## src/rtl/dpa_pkg.sv

```systemverilog
package dpa_pkg;

   localparam int NPORTS = 2;
   localparam int P_LEFT = 0;
   localparam int P_RIGHT = 1;

   typedef enum logic [1:0] {
      WIN_NONE  = 2'd0,
      WIN_LEFT  = 2'd1,
      WIN_RIGHT = 2'd2
   } win_e;

endpackage

```

## src/rtl/dpa_arrival.sv

```systemverilog
// Remembers where a port stood at the previous edge, so that "arrived
// earlier" can be told apart from "arrived now".
module dpa_arrival #(
   parameter int ADDR_W = 12
) (
   input  logic              clk,
   input  logic              rst,
   input  logic              ce_n,
   input  logic [ADDR_W-1:0] addr,
   output logic              settled
);

   logic              prev_ce_n;
   logic [ADDR_W-1:0] prev_addr;

   always_ff @(posedge clk) begin
      if (rst) begin
         prev_ce_n <= 1'b1;
         prev_addr <= '0;
      end else begin
         prev_ce_n <= ce_n;
         prev_addr <= addr;
      end
   end

   assign settled = !prev_ce_n && !ce_n && (prev_addr == addr);

endmodule

```

## src/rtl/dpa_match.sv

```systemverilog
// Collision comparator: both enables low and identical word address.
module dpa_match #(
   parameter int ADDR_W = 12
) (
   input  logic              ce_l_n,
   input  logic              ce_r_n,
   input  logic [ADDR_W-1:0] addr_l,
   input  logic [ADDR_W-1:0] addr_r,
   output logic              collide
);

   logic addr_eq;

   assign addr_eq = (addr_l == addr_r);
   assign collide = !ce_l_n && !ce_r_n && addr_eq;

endmodule

```

## src/rtl/dpa_winner.sv

```systemverilog
// Chooses and holds the winner of a collision.
module dpa_winner
   import dpa_pkg::*;
(
   input  logic clk,
   input  logic rst,
   input  logic arb_en,
   input  logic collide,
   input  logic settled_l,
   input  logic settled_r,
   output logic lose_l,
   output logic lose_r
);

   win_e held_q;
   win_e fresh;
   win_e win_now;

   // Only a port that was already in place while the other was not takes
   // the right to proceed; every other case is a tie, resolved to the left.
   always_comb begin
      if (settled_r && !settled_l) fresh = WIN_RIGHT;
      else                         fresh = WIN_LEFT;
   end

   always_comb begin
      if (!arb_en || !collide)     win_now = WIN_NONE;
      else if (held_q != WIN_NONE) win_now = held_q;
      else                         win_now = fresh;
   end

   always_ff @(posedge clk) begin
      if (rst) held_q <= WIN_NONE;
      else     held_q <= win_now;
   end

   assign lose_l = (win_now == WIN_RIGHT);
   assign lose_r = (win_now == WIN_LEFT);

   // a continuing collision keeps the earlier loser busy
   p_hold_right_lost_r7: assert property (@(posedge clk) disable iff (rst)
      (arb_en && collide && $past(arb_en && collide && !rst) && $past(lose_r))
      |-> lose_r);

   p_hold_left_lost_r7: assert property (@(posedge clk) disable iff (rst)
      (arb_en && collide && $past(arb_en && collide && !rst) && $past(lose_l))
      |-> lose_l);

   // the winner store is empty in the cycle after a reset
   p_reset_clears_r9: assert property (@(posedge clk)
      rst |=> (held_q == WIN_NONE));

endmodule

```

## src/rtl/dpa_gate.sv

```systemverilog
// Per-port mode select and write gating.
module dpa_gate (
   input  logic master,
   input  logic lose,
   input  logic busy_in_n,
   input  logic wr_req,
   output logic busy_out_n,
   output logic mem_we
);

   logic inhibit;

   always_comb begin
      if (master) begin
         inhibit    = lose;
         busy_out_n = !lose;
      end else begin
         inhibit    = !busy_in_n;
         busy_out_n = 1'b1;
      end
   end

   assign mem_we = wr_req && !inhibit;

endmodule

```

## src/rtl/dpa_collision_arbiter.sv

```systemverilog
module dpa_collision_arbiter
   import dpa_pkg::*;
#(
   parameter int ADDR_W = 12
) (
   input  logic              clk,
   input  logic              rst,
   input  logic              master_mode,
   input  logic              ce_l_n,
   input  logic [ADDR_W-1:0] addr_l,
   input  logic              wr_l,
   input  logic              busy_in_l_n,
   input  logic              ce_r_n,
   input  logic [ADDR_W-1:0] addr_r,
   input  logic              wr_r,
   input  logic              busy_in_r_n,
   output logic              busy_out_l_n,
   output logic              busy_out_r_n,
   output logic              mem_we_l,
   output logic              mem_we_r
);

   localparam int MAX_ADDR_W = 32;

   if (ADDR_W < 1 || ADDR_W > MAX_ADDR_W) begin : g_bad_width
      $error("dpa_collision_arbiter: ADDR_W out of range");
   end

   logic [NPORTS-1:0]             ce_n_v;
   logic [NPORTS-1:0][ADDR_W-1:0] addr_v;
   logic [NPORTS-1:0]             wr_v;
   logic [NPORTS-1:0]             bin_v;
   logic [NPORTS-1:0]             settled_v;
   logic [NPORTS-1:0]             lose_v;
   logic [NPORTS-1:0]             bout_v;
   logic [NPORTS-1:0]             we_v;
   logic                          collide;

   assign ce_n_v[P_LEFT]  = ce_l_n;
   assign ce_n_v[P_RIGHT] = ce_r_n;
   assign addr_v[P_LEFT]  = addr_l;
   assign addr_v[P_RIGHT] = addr_r;
   assign wr_v[P_LEFT]    = wr_l;
   assign wr_v[P_RIGHT]   = wr_r;
   assign bin_v[P_LEFT]   = busy_in_l_n;
   assign bin_v[P_RIGHT]  = busy_in_r_n;

   dpa_match #(.ADDR_W(ADDR_W)) u_match (
      .ce_l_n  (ce_l_n),
      .ce_r_n  (ce_r_n),
      .addr_l  (addr_l),
      .addr_r  (addr_r),
      .collide (collide)
   );

   dpa_winner u_winner (
      .clk       (clk),
      .rst       (rst),
      .arb_en    (master_mode),
      .collide   (collide),
      .settled_l (settled_v[P_LEFT]),
      .settled_r (settled_v[P_RIGHT]),
      .lose_l    (lose_v[P_LEFT]),
      .lose_r    (lose_v[P_RIGHT])
   );

   for (genvar p = 0; p < NPORTS; p++) begin : g_port
      dpa_arrival #(.ADDR_W(ADDR_W)) u_arrival (
         .clk     (clk),
         .rst     (rst),
         .ce_n    (ce_n_v[p]),
         .addr    (addr_v[p]),
         .settled (settled_v[p])
      );

      dpa_gate u_gate (
         .master     (master_mode),
         .lose       (lose_v[p]),
         .busy_in_n  (bin_v[p]),
         .wr_req     (wr_v[p]),
         .busy_out_n (bout_v[p]),
         .mem_we     (we_v[p])
      );
   end

   assign busy_out_l_n = bout_v[P_LEFT];
   assign busy_out_r_n = bout_v[P_RIGHT];
   assign mem_we_l     = we_v[P_LEFT];
   assign mem_we_r     = we_v[P_RIGHT];

   // busy only on a real match of enabled addresses in master mode
   p_busy_needs_match_r1: assert property (@(posedge clk) disable iff (rst)
      (!busy_out_l_n || !busy_out_r_n)
      |-> (master_mode && !ce_l_n && !ce_r_n && (addr_l == addr_r)));

   // never both sides busy
   p_one_busy_only_r3: assert property (@(posedge clk) disable iff (rst)
      !(!busy_out_l_n && !busy_out_r_n));

   // a busy port in master mode never writes
   p_block_left_r5: assert property (@(posedge clk) disable iff (rst)
      (master_mode && !busy_out_l_n) |-> !mem_we_l);

   p_block_right_r5: assert property (@(posedge clk) disable iff (rst)
      (master_mode && !busy_out_r_n) |-> !mem_we_r);

   // slave mode keeps busy high and follows the inhibit pins
   p_slave_quiet_r6: assert property (@(posedge clk) disable iff (rst)
      !master_mode |-> (busy_out_l_n && busy_out_r_n));

   p_slave_gate_r6: assert property (@(posedge clk) disable iff (rst)
      (!master_mode && (!busy_in_l_n || !busy_in_r_n))
      |-> !((!busy_in_l_n && mem_we_l) || (!busy_in_r_n && mem_we_r)));

endmodule

```

## config.mk

```make
export PLATFORM = sky130hd
export DESIGN_NAME = dpa_collision_arbiter
export DESIGN_NICKNAME = d
export VERILOG_FILES = /design/src/rtl/dpa_pkg.sv /design/src/rtl/dpa_arrival.sv /design/src/rtl/dpa_match.sv /design/src/rtl/dpa_winner.sv /design/src/rtl/dpa_gate.sv /design/src/rtl/dpa_collision_arbiter.sv
export SDC_FILE = /design/constraint.sdc
export NUM_CORES = 1
export LEC_CHECK = 0
export BUFFER_PORTS_ARGS = -buffer_cell sky130_fd_sc_hd__buf_2
export CORE_MARGIN = 2
export CORE_UTILIZATION = 52
export CTS_BUF_LIST = sky130_fd_sc_hd__clkbuf_2 sky130_fd_sc_hd__clkbuf_4 sky130_fd_sc_hd__clkbuf_8
export CTS_CLUSTER_DIAMETER = 80
export DETAILED_ROUTE_END_ITERATION = 16
export PLACE_DENSITY = 0.77
export SYNTH_ARGS = -nofsm -noshare
export SYNTH_HDL_FRONTEND = slang
export SYNTH_SLANG_ARGS = --single-unit
```

## constraint.sdc

```tcl
create_clock -name clk -period 2.1 [get_ports clk]
set_input_delay 0.105 -clock clk [delete_from_list [all_inputs] [get_ports clk]]
set_output_delay 0.105 -clock clk [all_outputs]
set_load 0.01 [all_outputs]
```

# Word level (Yosys, flattened, before mapping)
# Index checks and enable logic that the tools add are counted.
[word_totals]
out_inout_bits = 4
register_bits = 28
input_bits = 33
[classes]
n_reduce_logical = 24
n_eq_ne = 5
n_mux = 7
[op_table]
columns = ["cell", "n"]
rows = [
  ["$eq A12 B12 Y1", 3],
  ["$logic_not A1 Y1", 13],
  ["$logic_and A1 B1 Y1", 9],
  ["$mux W2", 3],
  ["$mux W1", 4],
  ["$eq A2 B1 Y1 const B", 1],
  ["$eq A2 B2 Y1 const B", 1],
  ["$reduce_bool A2 Y1", 1],
  ["$logic_or A1 B1 Y1", 1],
]

# Longest topological paths before layout
[depth]
word_depth = 12
ltp_mapped = 5
mapped_depth_nobuf = 5

# By module
# From an unflattened synthesis, not the netlist that was laid out.
[unflattened]
hier_cells = 122
area_unflattened_um2 = 1247.4
[modules_own_cells]
columns = ["mod", "area_each_um2", "seq_area_each_um2", "instances", "cells_each"]
rows = [
  ["dpa_arrival", 490.5, 260.2, 2, 44],
  ["dpa_match", 141.4, 0.0, 1, 17],
  ["dpa_winner", 97.6, 40.0, 1, 11],
  ["dpa_gate", 13.8, 0.0, 2, 3],
]

# Worst setup path after synthesis
# OpenSTA, ideal clock, no wires.
[synth_timing]
path_type = "register to output"
from = "register g_port[1].u_arrival.prev_addr[7]"
to = "output mem_we_l"
arrival_time_ns = 1.612
n_path_buf = 0
path_stages_with_launch = 6
path_slack_ns = 0.383
cell_sequence = "dfxtp_1 -> xor2_1 -> or3_4 -> or3_1 -> o32a_1 -> o221a_1"
[synth_between]
elab_chain_cells = 10
[synth_lines]
columns = ["item", "line", "rtl"]
rows = [
  ["from (decl)", "dpa_arrival.sv:14", "logic [ADDR_W-1:0] prev_addr;"],
  ["from (signal assigned)", "dpa_arrival.sv:22", "prev_addr <= addr;"],
  ["$eq A12 B12 Y1", "dpa_arrival.sv:26", "assign settled = !prev_ce_n && !ce_n && (prev_addr == addr);"],
  ["$logic_and A1 B1 Y1", "dpa_arrival.sv:26", ""],
  ["$logic_and A1 B1 Y1", "dpa_winner.sv:22", "if (settled_r && !settled_l) fresh = WIN_RIGHT;"],
  ["$mux W2", "dpa_winner.sv:22", ""],
  ["$mux W2", "dpa_winner.sv:28", "else if (held_q != WIN_NONE) win_now = held_q;"],
  ["$mux W2", "dpa_winner.sv:27", "if (!arb_en || !collide) win_now = WIN_NONE;"],
  ["$eq A2 B2 Y1", "dpa_winner.sv:37", "assign lose_l = (win_now == WIN_RIGHT);"],
  ["$mux W1", "dpa_gate.sv:14", "if (master) begin"],
  ["$logic_not A1 Y1", "dpa_gate.sv:23", "assign mem_we = wr_req && !inhibit;"],
  ["$logic_and A1 B1 Y1", "dpa_gate.sv:23", ""],
  ["to (decl)", "dpa_collision_arbiter.sv:19", "output logic mem_we_l,"],
]
# No other way between the ends.

# Final worst setup path
# Same ends and word-level chain as after synthesis.

==> results by group <==
Clock network
  – Clock transition at path regs: 140 ps
  – Worst skew pair latency: 320 ps
  – CTS H-Tree Depth: 1
  – Root Buffer: clkbuf_4
  – Clk sinks: 28
  – TritonCTS clock tree: yes
  – Max clock buf depth: 2
  – CTS Buf Count: 3

STA
  – Slew @ Worst Pin: about 460 ps
  – Final Hold Fails: 0
  – Setup violators final: 4
  – Slack of the critical path: -124 ps
  – Fin crit period: 2220 ps
  – RSZ-0062 raised after global routing: yes
  – FMAX: 450 MHz
  – Final Max Tran Viols: 0
  – Skew final: 6.35 ps
  – Crit share post-route: 106%
  – Hold Slack: 40.1 ps
  – Max_slew headroom: 69.3%

Setup path
  – Crit-path cells: xor2_1 -> or3_4 -> or3_1 -> o32a_1 -> o221a_1 -> buf_2
  – CP Capture Type: output pin
  – Critical path class: reg2out
  – Arrival @ worst endpoint: 2120 ps
  – Critical Path Fanout Max: 3
  – CP Data Required Time: 2000 ps
  – Slowest-stage cell, CP: or3_1
  – Slowest stage delay, CP: 360 ps
  – Startpoint Class: flop

Synth
  – Primary FF master, synth: dfxtp_1
  – Post-synth EDFFs: 0
  – Async set-reset flop share out of synthesis: 0%
  – Post-Syn Nets: roughly 160
  – Post-synth top area share: a little under half
  – Sequential-to-total area share from yosys stat: roughly 45%
  – Most instantiated cells after synthesis: dfxtp_1 (28), nor2b_1 (24), xnor2_1 (18), xor2_1 (18)
  – Count leader, synth: dfxtp_1
  – Seq cells post-synth: 28
  – Syn Area/Cell: 10.1 um^2
  – Post-synth top area cell: dfxtp_1
  – Mapped cell area: approximately 1200 um^2
  – Unique masters post-synth: 24
  – Synth Instances: about 120
  – Synth area leaders: dfxtp_1 (45%), xnor2_1 (13%), xor2_1 (13%)
  – Warnings, synthesis: 0

Die
  – Core area: around 2200 um^2
  – Die area: 2780 um^2
  – Top-Level Pins: 37
  – Starting density of the core: 55.2%
  – Row count: 17
  – Die Y: 52.7 um
  – Die Wd: 52.7 um

Flow run
  – Max-Cap Viols: 0

Outcome
  – Status: complete, but fails checks
  – Failing checks: setup timing

Power
  – Internal: 746 uW
  – Clock share of power: about a quarter
  – P_sw: 229 uW
  – Combinational share of power: 15.7%
  – Sequential share of power: 58.4%
  – IR drop worst, VDD: 0.461 mV
  – P per Cell Area: 641 nW/um^2
  – Lkg Pwr: 0.609 nW
  – Sw Share: between 20% and 30%

Place
  – GPL Wtd Cong: 0.708
  – Port Buffers: 36
  – Post-DP HPWL: 1.89 mm

Drt
  – Antenna-violating nets left: 0
  – Wire per inst: 12.6 um
  – Drt first-iter violations: 5
  – DRT Pass-1 Iters: 4
  – Via count: approximately 1,000
  – DRC viols: 0
  – Vias per Instance: 5.22
  – WL final: 2.40 mm

Global route
  – First-pass GRT wire length: 3.93 mm
  – GRT Util Overall: 19.3%
  – Vias in the first global route: 924
  – Remaining Overflow, GRT: 0
  – Initial antenna violation count: 0
  – Largest net degree at the start of global routing: 28

Final layout
  – Syn-to-layout area delta: 23.2%
  – Post-layout util: around two thirds
  – Ant diodes: 0
  – Layout cells sized above 1: 29.4%
  – Nets@finish: between 150 and 200

Min path
  – Min-delay worst type: in2reg
## cell usage in the layout (no fill, tap or decap), drive strengths merged
cell / count
a21boi: 1
a21oi: 1
and2: 1
buf: 37
clkbuf: 4
dfxtp: 28
dlygate4sd3: 2
inv: 1
nand2: 1
nand3: 1
nand4: 5
nor2: 4
nor2b: 24
nor3: 1
nor4: 5
nor4b: 1
o21ai: 2
o221a: 1
o32a: 1
or2: 2
or3: 3
or4b: 1
xnor2: 18
xor2: 18
## final timing paths
| kind | to | from | cells past startpoint | slack, ps |
|---|---|---|---|---|
| max reg2reg | u_winner.held_q[1] | g_port[1].u_arrival.prev_addr[2] | 5 | 370 |
| min | g_port[1].u_arrival.prev_addr[3] | addr_r[3] | 2 | 40 |
| max | mem_we_l | g_port[1].u_arrival.prev_addr[7] | 6 | -120 |
| min reg2reg | u_winner.held_q[1] | u_winner.held_q[1] | 2 | 540 |
## critical path, delay by kind of cell, from the launching register on
family | cells | cell delay, ps
AOI/OAI and AO/OA | 2 | 510
and+or+nand+nor | 2 | 700
xor gates and xnor gates | 1 | 130
DFF | 1 | 330
buffers and inverters | 1 | 140
## logic make-up after synthesis
kind of cell,count (synthesis),share of synthesized area [%]
AOI/OAI and AO/OA,6,3.55
xor gates and xnor gates,36,25.6
buffers and inverters,3,0.913
DFF,28,45.4
and+or+nand+nor,49,24.5
## layer usage
layer	up-vias	share of wire (%)	GRT usage [%]
li1	486	-	-
met5	-	0	0
met1	481	43	24.1
met2	28	51	33.3
met4	0	0.58	6.41
met3	2	6.0	3.43
## repair_timing
item                       in CTS  in global routing
hold endpoints to repair        2                  0
pin swaps                       0                  2
gates resized for setup         0                  4
hold buffers                    2                  0
setup endpoints to repair       3                  4
buffers inserted                0                  1
## flip-flops by register name, summed over array words and instances, names as in the netlist
name and flops:
g_port.u_arrival.prev_ce_n 2, g_port.u_arrival.prev_addr 24, u_winner.held_q 2
## stage by stage
step / TNS, ps / setup slack (ps) / instances / instance area [um^2] / power, mW
5_1_grt: -722 / -211 / 191 / 1520 / 1.02
2_1_floorplan: 0 / 383 / 122 / 1230 / 0.662
3_5_place_dp: 0 / 237 / 184 / 1440 / 0.731
4_1_cts: -275 / -137 / 190 / 1500 / 0.983
3_3_place_gp: 0 / 285 / 184 / 1440 / 0.726
6_report: -280 / -124 / 191 / 1520 / 0.975
## layout make-up
cell class / instances / area (um^2)
well taps: 28 / 35.0
clock buffers: 4 / 36.3
fillers: 211 / 713
flip-flops and latches: 28 / 562
repair buffers: 39 / 208
multi-input cells: 91 / 676
inverters: 1 / 3.75
## power groups by stage
stage	Clock (mW)	Combinational [mW]	Sequential, mW
finish	0.252	0.153	0.569
global route	0.281	0.169	0.573
CTS	0.260	0.153	0.569
detailed placement	0	0.150	0.581
global placement	0	0.146	0.580
floorplan	0	0.0833	0.579
No activity file was read; power rests on OpenSTA's default activity.
